### src/rtl/uartcmd_pkg.sv
package uartcmd_pkg;

  localparam int FIELD_W = 2;
  localparam int OP_W    = 4;

  localparam logic ADDR_MODE = 1'b0;
  localparam logic ADDR_CMD  = 1'b1;

  typedef enum logic [FIELD_W-1:0] {
    FLD_KEEP = 2'b00,
    FLD_ON   = 2'b01,
    FLD_OFF  = 2'b10,
    FLD_BAD  = 2'b11
  } fieldCode_e;

  localparam logic [OP_W-1:0] OP_PTR_RST  = 4'd1;
  localparam logic [OP_W-1:0] OP_RX_RST   = 4'd2;
  localparam logic [OP_W-1:0] OP_TX_RST   = 4'd3;
  localparam logic [OP_W-1:0] OP_CH_LO    = 4'd4;
  localparam logic [OP_W-1:0] OP_CH_HI    = 4'd11;
  localparam logic [OP_W-1:0] OP_CHIP_LO  = 4'd12;
  localparam logic [OP_W-1:0] OP_CHIP_HI  = 4'd13;

  // Per-channel strobes passed from control to datapath
  typedef struct packed {
    logic       cmdWr;
    logic       cmdRd;
    logic       modeWr;
    logic       modeRd;
    fieldCode_e txCode;
    fieldCode_e rxCode;
    logic       ptrReset;
    logic       rxReset;
    logic       txReset;
  } chanCtl_t;

  // Apply an enable field to an already reset-adjusted level
  function automatic logic applyField(input logic cur, input fieldCode_e code);
    case (code)
      FLD_ON:  return 1'b1;
      FLD_OFF: return 1'b0;
      default: return cur;
    endcase
  endfunction

endpackage

### src/rtl/uartcmd_ctrl.sv
module uartcmd_ctrl
  import uartcmd_pkg::*;
#(
  parameter int NUM_CH = 2,
  parameter int DATA_W = 8,
  parameter int CHAN_W = 1
) (
  input  logic                    clk,
  input  logic                    rstN,
  input  logic                    busAddr,
  input  logic                    busWr,
  input  logic                    busRd,
  input  logic [CHAN_W-1:0]       busChan,
  input  logic [DATA_W-1:0]       busWdata,
  output chanCtl_t [NUM_CH-1:0]   ctlVec,
  output logic                    chanStrobe,
  output logic [OP_W-1:0]         chanStrobeCode,
  output logic [CHAN_W-1:0]       chanStrobeChan,
  output logic                    chipStrobe,
  output logic [OP_W-1:0]         chipStrobeCode
);

  logic            wrCmd, rdCmd, wrMode, rdMode;
  logic [OP_W-1:0] opCode;
  fieldCode_e      txField, rxField;
  logic            isChanOp, isChipOp;

  assign wrCmd   = busWr && (busAddr == ADDR_CMD);
  assign wrMode  = busWr && (busAddr == ADDR_MODE);
  assign rdCmd   = busRd && !busWr && (busAddr == ADDR_CMD);
  assign rdMode  = busRd && !busWr && (busAddr == ADDR_MODE);
  assign opCode  = busWdata[7:4];
  assign txField = fieldCode_e'(busWdata[1:0]);
  assign rxField = fieldCode_e'(busWdata[3:2]);

  assign isChanOp = (opCode >= OP_CH_LO) && (opCode <= OP_CH_HI);
  assign isChipOp = (opCode >= OP_CHIP_LO) && (opCode <= OP_CHIP_HI);

  always_comb begin
    for (int i = 0; i < NUM_CH; i++) begin
      logic sel;
      sel = (busChan == CHAN_W'(i));
      ctlVec[i].cmdWr    = wrCmd && sel;
      ctlVec[i].cmdRd    = rdCmd && sel;
      ctlVec[i].modeWr   = wrMode && sel;
      ctlVec[i].modeRd   = rdMode && sel;
      ctlVec[i].txCode   = txField;
      ctlVec[i].rxCode   = rxField;
      ctlVec[i].ptrReset = wrCmd && sel && (opCode == OP_PTR_RST);
      ctlVec[i].rxReset  = wrCmd && sel && (opCode == OP_RX_RST);
      ctlVec[i].txReset  = wrCmd && sel && (opCode == OP_TX_RST);
    end
  end

  always_ff @(posedge clk) begin
    if (!rstN) begin
      chanStrobe     <= 1'b0;
      chanStrobeCode <= '0;
      chanStrobeChan <= '0;
      chipStrobe     <= 1'b0;
      chipStrobeCode <= '0;
    end else begin
      chanStrobe <= wrCmd && isChanOp;
      chipStrobe <= wrCmd && isChipOp;
      if (wrCmd && isChanOp) begin
        chanStrobeCode <= opCode;
        chanStrobeChan <= busChan;
      end
      if (wrCmd && isChipOp) begin
        chipStrobeCode <= opCode;
      end
    end
  end

endmodule

### src/rtl/uartcmd_chan.sv
module uartcmd_chan
  import uartcmd_pkg::*;
#(
  parameter int DATA_W = 8
) (
  input  logic              clk,
  input  logic              rstN,
  input  chanCtl_t          ctl,
  input  logic [DATA_W-1:0] wdata,
  output logic              txEn,
  output logic              rxEn,
  output logic              txPulse,
  output logic              rxPulse,
  output logic              idleForce,
  output logic              ptrSecond,
  output logic [DATA_W-1:0] mr1,
  output logic [DATA_W-1:0] mr2
);

  logic txBase, rxBase, forceBase;
  logic txNext, rxNext, forceNext;

  // Reset opcode first, enable field second
  always_comb begin
    txBase    = ctl.txReset ? 1'b0 : txEn;
    rxBase    = ctl.rxReset ? 1'b0 : rxEn;
    forceBase = ctl.txReset ? 1'b1 : idleForce;
    txNext    = txEn;
    rxNext    = rxEn;
    forceNext = idleForce;
    if (ctl.cmdWr) begin
      txNext    = applyField(txBase, ctl.txCode);
      rxNext    = applyField(rxBase, ctl.rxCode);
      forceNext = (ctl.txCode == FLD_ON) ? 1'b0 : forceBase;
    end
  end

  always_ff @(posedge clk) begin
    if (!rstN) begin
      txEn      <= 1'b0;
      rxEn      <= 1'b0;
      idleForce <= 1'b1;
      txPulse   <= 1'b0;
      rxPulse   <= 1'b0;
      ptrSecond <= 1'b0;
      mr1       <= '0;
      mr2       <= '0;
    end else begin
      txEn      <= txNext;
      rxEn      <= rxNext;
      idleForce <= forceNext;
      txPulse   <= ctl.txReset;
      rxPulse   <= ctl.rxReset;
      if (ctl.modeWr) begin
        if (ptrSecond) mr2 <= wdata;
        else           mr1 <= wdata;
      end
      if (ctl.ptrReset)                       ptrSecond <= 1'b0;
      else if (ctl.modeWr || ctl.modeRd)      ptrSecond <= 1'b1;
    end
  end

endmodule

### src/rtl/uartcmd_datapath.sv
module uartcmd_datapath
  import uartcmd_pkg::*;
#(
  parameter int NUM_CH = 2,
  parameter int DATA_W = 8
) (
  input  logic                       clk,
  input  logic                       rstN,
  input  chanCtl_t [NUM_CH-1:0]      ctlVec,
  input  logic [DATA_W-1:0]          busWdata,
  output logic [DATA_W-1:0]          busRdata,
  output logic [NUM_CH-1:0]          txEnable,
  output logic [NUM_CH-1:0]          rxEnable,
  output logic [NUM_CH-1:0]          txResetPulse,
  output logic [NUM_CH-1:0]          rxResetPulse,
  output logic [NUM_CH-1:0]          txIdleForce,
  output logic [NUM_CH*DATA_W-1:0]   modeReg1,
  output logic [NUM_CH*DATA_W-1:0]   modeReg2
);

  logic [NUM_CH-1:0] ptrSecond;
  logic [DATA_W-1:0] selData [NUM_CH];

  for (genvar i = 0; i < NUM_CH; i++) begin : gChan
    uartcmd_chan #(.DATA_W(DATA_W)) uChan (
      .clk       (clk),
      .rstN      (rstN),
      .ctl       (ctlVec[i]),
      .wdata     (busWdata),
      .txEn      (txEnable[i]),
      .rxEn      (rxEnable[i]),
      .txPulse   (txResetPulse[i]),
      .rxPulse   (rxResetPulse[i]),
      .idleForce (txIdleForce[i]),
      .ptrSecond (ptrSecond[i]),
      .mr1       (modeReg1[i*DATA_W +: DATA_W]),
      .mr2       (modeReg2[i*DATA_W +: DATA_W])
    );
    assign selData[i] = ptrSecond[i] ? modeReg2[i*DATA_W +: DATA_W]
                                     : modeReg1[i*DATA_W +: DATA_W];
  end

  always_ff @(posedge clk) begin
    if (!rstN) begin
      busRdata <= '0;
    end else begin
      for (int i = 0; i < NUM_CH; i++) begin
        if (ctlVec[i].modeRd) busRdata <= selData[i];
        if (ctlVec[i].cmdRd)  busRdata <= '0;
      end
    end
  end

endmodule

### src/rtl/uartcmd_top.sv
module uartcmd_top
  import uartcmd_pkg::*;
#(
  parameter int NUM_CH = 2,
  parameter int DATA_W = 8,
  parameter int CHAN_W = (NUM_CH > 1) ? $clog2(NUM_CH) : 1
) (
  input  logic                     clk,
  input  logic                     rstN,
  input  logic                     busAddr,
  input  logic                     busWr,
  input  logic                     busRd,
  input  logic [CHAN_W-1:0]        busChan,
  input  logic [DATA_W-1:0]        busWdata,
  output logic [DATA_W-1:0]        busRdata,
  output logic [NUM_CH-1:0]        txEnable,
  output logic [NUM_CH-1:0]        rxEnable,
  output logic [NUM_CH-1:0]        txResetPulse,
  output logic [NUM_CH-1:0]        rxResetPulse,
  output logic [NUM_CH-1:0]        txIdleForce,
  output logic [NUM_CH*DATA_W-1:0] modeReg1,
  output logic [NUM_CH*DATA_W-1:0] modeReg2,
  output logic                     chanStrobe,
  output logic [3:0]               chanStrobeCode,
  output logic [CHAN_W-1:0]        chanStrobeChan,
  output logic                     chipStrobe,
  output logic [3:0]               chipStrobeCode
);

  chanCtl_t [NUM_CH-1:0] ctlVec;

  uartcmd_ctrl #(.NUM_CH(NUM_CH), .DATA_W(DATA_W), .CHAN_W(CHAN_W)) uCtrl (
    .clk            (clk),
    .rstN           (rstN),
    .busAddr        (busAddr),
    .busWr          (busWr),
    .busRd          (busRd),
    .busChan        (busChan),
    .busWdata       (busWdata),
    .ctlVec         (ctlVec),
    .chanStrobe     (chanStrobe),
    .chanStrobeCode (chanStrobeCode),
    .chanStrobeChan (chanStrobeChan),
    .chipStrobe     (chipStrobe),
    .chipStrobeCode (chipStrobeCode)
  );

  uartcmd_datapath #(.NUM_CH(NUM_CH), .DATA_W(DATA_W)) uData (
    .clk          (clk),
    .rstN         (rstN),
    .ctlVec       (ctlVec),
    .busWdata     (busWdata),
    .busRdata     (busRdata),
    .txEnable     (txEnable),
    .rxEnable     (rxEnable),
    .txResetPulse (txResetPulse),
    .rxResetPulse (rxResetPulse),
    .txIdleForce  (txIdleForce),
    .modeReg1     (modeReg1),
    .modeReg2     (modeReg2)
  );

endmodule

### config.mk
export PLATFORM = sky130hd
export DESIGN_NAME = uartcmd_top
export DESIGN_NICKNAME = d
export VERILOG_FILES = /design/src/rtl/uartcmd_pkg.sv /design/src/rtl/uartcmd_ctrl.sv /design/src/rtl/uartcmd_chan.sv /design/src/rtl/uartcmd_datapath.sv /design/src/rtl/uartcmd_top.sv
export SDC_FILE = /design/constraint.sdc
export NUM_CORES = 1
export LEC_CHECK = 0
export BUFFER_PORTS_ARGS = -buffer_cell sky130_fd_sc_hd__buf_2
export CORE_UTILIZATION = 40
export CTS_CLUSTER_SIZE = 10
export DETAILED_ROUTE_END_ITERATION = 8
export HOLD_SLACK_MARGIN = 0.1
export PLACE_DENSITY = 0.65
export SLEW_MARGIN = 20
export SYNTH_ARGS = -nofsm -noshare
export SYNTH_HDL_FRONTEND = slang
export SYNTH_SLANG_ARGS = --single-unit
export TNS_END_PERCENT = 1
### constraint.sdc
create_clock -name clk -period 3.8 [get_ports clk]
set_clock_uncertainty 0.1 [all_clocks]
set_input_delay 0 -clock clk [delete_from_list [all_inputs] [get_ports clk]]
set_output_delay 0 -clock clk [all_outputs]
set_load 0.03 [all_outputs]
## After elaboration in Yosys (flattened, before gate mapping)

Cells that the tools add are included.

- Bits in registers: 63
- Input bits: 14
- Output and inout port bits: 61

- Magnitude comparators: 4
- Equal/unequal tests: 7
- Mux-type cells: 17
- Bitwise logic cells: 5
- Reductions and logical operators: 46

Operator list:

| cell | number |
|---|---|
| $mux W8 | 5 |
| $logic_and A1 B1 Y1 | 23 |
| $reduce_and A2 Y1 | 10 |
| $reduce_bool A3 Y1 | 5 |
| $eq A4 B2 Y1 const B | 2 |
| $le A4 B4 Y1 const B | 2 |
| $mux W1 | 8 |
| $pmux W1 S2 | 4 |
| $reduce_or A2 Y1 | 3 |
| $not A1 Y1 | 5 |
| $eq A2 B1 Y1 const B | 2 |
| $eq A2 B2 Y1 const B | 2 |
| $eq A4 B1 Y1 const B | 1 |
| $ge A4 B3 Y1 const B | 1 |
| $ge A4 B4 Y1 const B | 1 |
| $reduce_bool A2 Y1 | 2 |
| $logic_or A1 B1 Y1 | 2 |
| $logic_not A1 Y1 | 1 |

## Longest topological paths before layout

- Depth in word-level cells: 7
- Depth in mapped cells: 5

## Hierarchy

A second synthesis with hierarchy kept.

- Cells, all modules: 305
- Area, all modules: 2881.5 um^2

Modules (own cells, without submodules):

| module | times used | cells each | area an instance (um^2) | seq. area each (um^2) |
|---|---|---|---|---|
| uartcmd_chan | 2 | 89 | 855.8 | 440.4 |
| uartcmd_ctrl | 1 | 73 | 646.9 | 220.2 |
| uartcmd_datapath | 1 | 54 | 523.0 | 160.2 |

## Worst setup path before layout

OpenSTA, ideal clock, no wires.

- Path type: register to register
- From: register uData.gChan[0].uChan.ptrSecond
- To: register uData.busRdata[6]
- Library setup time: 130 ps
- Arrival: 1138 ps
- Slack: 2432 ps
- Stages on the path, launching flop included: 5
- Buffers on the path: 1
- Clock period less this slack: 1368 ps
- Cell sequence: dfxtp_1 > buf_2 > mux2_2 > a22oi_1 > a21oi_1

- Cells in the longest elaborated chain, start to end: 4

Ends and longest elaborated chain:

| element | line | text |
|---|---|---|
| start: declaration | uartcmd_chan.sv:15 | `output logic ptrSecond,` |
| start signal: assignment | uartcmd_chan.sv:45 | `ptrSecond <= 1'b0;` |
| start signal: assignment | uartcmd_chan.sv:58 | `if (ctl.ptrReset) ptrSecond <= 1'b0;` |
| start signal: assignment | uartcmd_chan.sv:59 | `else if (ctl.modeWr \|\| ctl.modeRd) ptrSecond <= 1'b1;` |
| $mux W8 | uartcmd_datapath.sv:39 | `assign selData[i] = ptrSecond[i] ? modeReg2[i*DATA_W +: DATA_W]` |
| $mux W8 | uartcmd_datapath.sv:48 | `if (ctlVec[i].modeRd) busRdata <= selData[i];` |
| $mux W8 | uartcmd_datapath.sv:49 | `if (ctlVec[i].cmdRd) busRdata <= '0;` |
| $mux W8 | uartcmd_datapath.sv:48 |  |
| end signal: assignment | uartcmd_datapath.sv:48 |  |
| end: declaration | uartcmd_datapath.sv:11 | `output logic [DATA_W-1:0] busRdata,` |

No other way between the ends. The select of a mux whose other input is x is not followed.
A chain may end at the register's enable or synchronous reset.

## Worst setup path in the final report

- From: input port rstN
- To: register uData.busRdata[2]

- Cells in the longest elaborated chain, start to end: 2

Ends and longest elaborated chain:

| element | line | text |
|---|---|---|
| start: declaration | uartcmd_top.sv:9 | `input logic rstN,` |
| $not A1 Y1 (no source line) | -- |  |
| $reduce_or A2 Y1 (no source line) | -- |  |

No other way between the ends.

==> results.py <==
metrics = {
    "worst_hold_path": {
        "worstHoldStart": "busRd",
        "hold_depth": 4,
        "hold_class": "in -> reg",
        "hold_end": "uData.gChan[0].uChan.ptrSecond",
    },
    "worst_setup_path": {
        "worstPathRequired_ps": 3980,
        "cp_data_arrival_time_ps": 2220,
        "startpoint_type": "input port",
        "crit_chain": "dlygate4sd3_1, buf_2, clkinv_1, nor3_1, a32o_1",
        "crit_family": "buffers and inverters",
        "max_stage_delay_ps": 630,
        "path_depth": 5,
        "r2r-start": "uData.gChan[0].uChan.ptrSecond",
        "r2r_cells": 3,
        "critPathBufInv": 3,
        "worst-setup-path-type": "in -> reg",
        "crit_path_end_kind": "flop",
        "critPathMaxFanout": 24,
        "worst_r2r_endpoint": "uData.gChan[0].uChan.mr2[0]",
        "regToRegSetupSlack_ps": 1870,
        "worst_path_max_delay_cell": "clkinv_1",
    },
    "sta": {
        "finalSetupTns_ps": 0,
        "rsz0062_at_grt": "false",
        "hold_viol_final": 0,
        "period_needed_ps": 2040,
        "finalSetupViolCount": 0,
        "worst_slew_pin_slew_ps": 701,
        "fin_crit_sh": 0.537,
        "fin_ws_ps": 1760,
        "fmax_mhz": 490,
        "relSlewSlack": 0.532,
        "slew_viol_final": 0,
    },
    "grt": {
        "antenna_found_initial": 0,
        "grt_overflow": 0,
        "grt_pass1_vias": 2163,
        "grt_pass1_wl_mm": 10.8,
        "grt_max_degree": 25,
        "grt_usage": 0.193,
    },
    "placed_design": {
        "place_worst_setup_slack_ps": 1560,
        "place_hpwl_mm": 4.80,
        "placed_area_mm2": 0.00307,
        "gp_congestion": 0.764,
        "io_buffers": 74,
    },
    "clock_network": {
        "numCtsBuffers": 9,
        "clk_latency_ps": 340,
        "cts_buffer_depth": 2,
        "cts_tree": "built",
        "cts_hold_buf": 11,
        "root_buffer": "clkbuf_8",
        "cts.sinks": 63,
        "cts_setup_buffers": 0,
        "post_cts_resized": 0,
        "clk_pin_slew_worst_paths_ps": 70,
        "htree_levels": 3,
    },
    "logic_synthesis": {
        "ys_seq_area_frac": 0.454,
        "synth_flop_cell": "dfxtp_1",
        "synth_top_area_share": 0.454,
        "synth_most_common_cell": "dfxtp_1",
        "synth_cells": 292,
        "synthesis.area_mm2": 0.00278,
        "synth_fp_nets": 308,
        "synthDistinctLibCells": 40,
        "synth_edf_count": 0,
        "postSynthRegisterBits": 63,
        "ys_warn_count": 0,
        "synthTopCellsByCount": "dfxtp_1 (63), nand2_1 (38), mux2i_1 (33), nor2_1 (33), a21oi_1 (23)",
        "synth_area_leaders": "dfxtp_1 (45%), mux2i_1 (12%), nand2_1 (5.1%)",
        "synth_top_cell_by_area": "dfxtp_1",
        "synth-async-reset-ratio": 0,
        "syn-mean-instance-area_um2": 9.50,
    },
    "cells_and_area": {
        "fin_area_mm2": 0.00341,
        "fillers": 638,
        "drive_above_1_share": 0.308,
        "final_net_count": 375,
        "antenna-diode-count": 0,
        "synthToLayoutAreaGrowth_pct": 23.0,
    },
    "route": {
        "wl_mm": 6.82,
        "routed_via_density": 5.30,
        "avgRoutedWirePerCell_um": 15.5,
        "drt-initial-drc-count": 115,
        "vias": 2336,
        "drc": 0,
        "ant_nets": 0,
        "first_pass_iters": 4,
    },
    "die": {
        "io-pin-count": 75,
        "core_mm2": 0.00653,
        "initial_core_util": 0.425,
        "die_x_um": 85.3,
        "die-area_mm2": 0.00728,
        "die_h_um": 85.3,
        "rows": 29,
    },
    "power": {
        "intPower_mw": 1.14,
        "p_per_area_mw_per_mm2": 439,
        "pwr-share-seq": 0.460,
        "switching_share": 0.242,
        "power.net_switching_uw": 363,
        "pwr-share-clk": 0.438,
        "p_comb_frac": 0.101,
        "finalPower_mw": 1.50,
        "p_leak_nw": 1.51,
        "vdd_drop_max_v": 0.000217,
    },
    "run": {
        "drv_cap": 0,
    },
    "outcome": {
        "status": "finished clean",
    },
}
per-stage QoR:
stage / std cells / hold slack [ps] / util
final: 441 / 109 / 0.523
after global routing: 441 / 143 / 0.523
after CTS: 441 / 101 / 0.521
after detailed placement: 414 / 210 / 0.470
after global placement: 414 / 201 / 0.470
after floorplan: 292 / 36.0 / -
worst min-delay path: stages:
cell and delay (ps):
buf_2 120, nor2_1 60, nor3_1 130, o221a_2 210
power by group through the flow:
stage,logic [mW],clock network (mW),registers [mW]
5_1_grt,0.164,0.692,0.692
2_1_floorplan,0.0911,0,0.719
6_report,0.152,0.657,0.690
3_5_place_dp,0.141,0,0.705
4_1_cts,0.151,0.662,0.690
3_3_place_gp,0.141,0,0.705
metal layers:
| metal | global-route usage | vias to the layer above | routed length [µm] |
|---|---|---|---|
| met1 | 0.266 | 1095 | 3350 |
| met3 | 0.0525 | 15 | 382 |
| met4 | 0.0697 | 0 | 140 |
| met2 | 0.290 | 81 | 2950 |
| met5 | 0 | - | 0 |
| li1 | - | 1145 | - |
cells in the final DEF, fill, tap and decap left out, types with 3 or more instances in the layout:
cell / Yosys / final
mux2i_1: 33 / 33
a21oi_1: 23 / 23
nor2_1: 33 / 33
nand2_1: 38 / 38
a22oi_1: 5 / 5
mux2_2: 10 / 10
a32o_1: 3 / 3
dfxtp_1: 63 / 63
a2bb2oi_1: 4 / 4
dlygate4sd3_1: 0 / 11
o21ai_0: 9 / 9
clkbuf_8: 0 / 11
inv_1: 3 / 3
buf_2: 6 / 74
sequential cells by signal (all words and copies together) (netlist names):
signal,flops
uCtrl.chanStrobeCode,4
uCtrl.chipStrobe,1
uData.gChan.uChan.txEn,2
uCtrl.chanStrobe,1
uData.busRdata,8
uData.gChan.uChan.idleForce,2
uData.gChan.uChan.mr1,16
uData.gChan.uChan.ptrSecond,2
uCtrl.chanStrobeChan,1
uCtrl.chipStrobeCode,4
uData.gChan.uChan.mr2,16
uData.gChan.uChan.rxEn,2
uData.gChan.uChan.rxPulse,2
uData.gChan.uChan.txPulse,2
cells by family after synthesis:
kind of cell / count (synthesis) / share of synthesized area
simple gates: 95 / 0.176
flops: 63 / 0.454
compound gates: 54 / 0.124
mux: 43 / 0.160
buf+inv: 35 / 0.0771
fa+ha+maj: 2 / 0.00902
area by class of cell:
class                      count  area, µm²  share of cell area
tap                           77       96.3              0.0282
timing repair buffer          87        495               0.145
sequential                    63       1260               0.370
inverter                       4       15.0             0.00440
multi-input combinational    194       1320               0.387
clock inverter                 3       65.1              0.0191
clock buffer                  13        159              0.0466
worst max path at each step:
stage	start	end	slack, ps
floorplan	uData.gChan[0].uChan.ptrSecond	uData.busRdata[6]	2430
global placement	uData.gChan[0].uChan.ptrSecond	uData.gChan[0].uChan.mr2[0]	1640
detailed placement	uData.gChan[0].uChan.ptrSecond	uData.gChan[0].uChan.mr2[0]	1560
CTS	uData.gChan[0].uChan.ptrSecond	uData.gChan[0].uChan.mr2[0]	1520
global route	rstN	uData.busRdata[2]	1610
finish	rstN	uData.busRdata[2]	1760
Power figures use the tool's default switching activity.
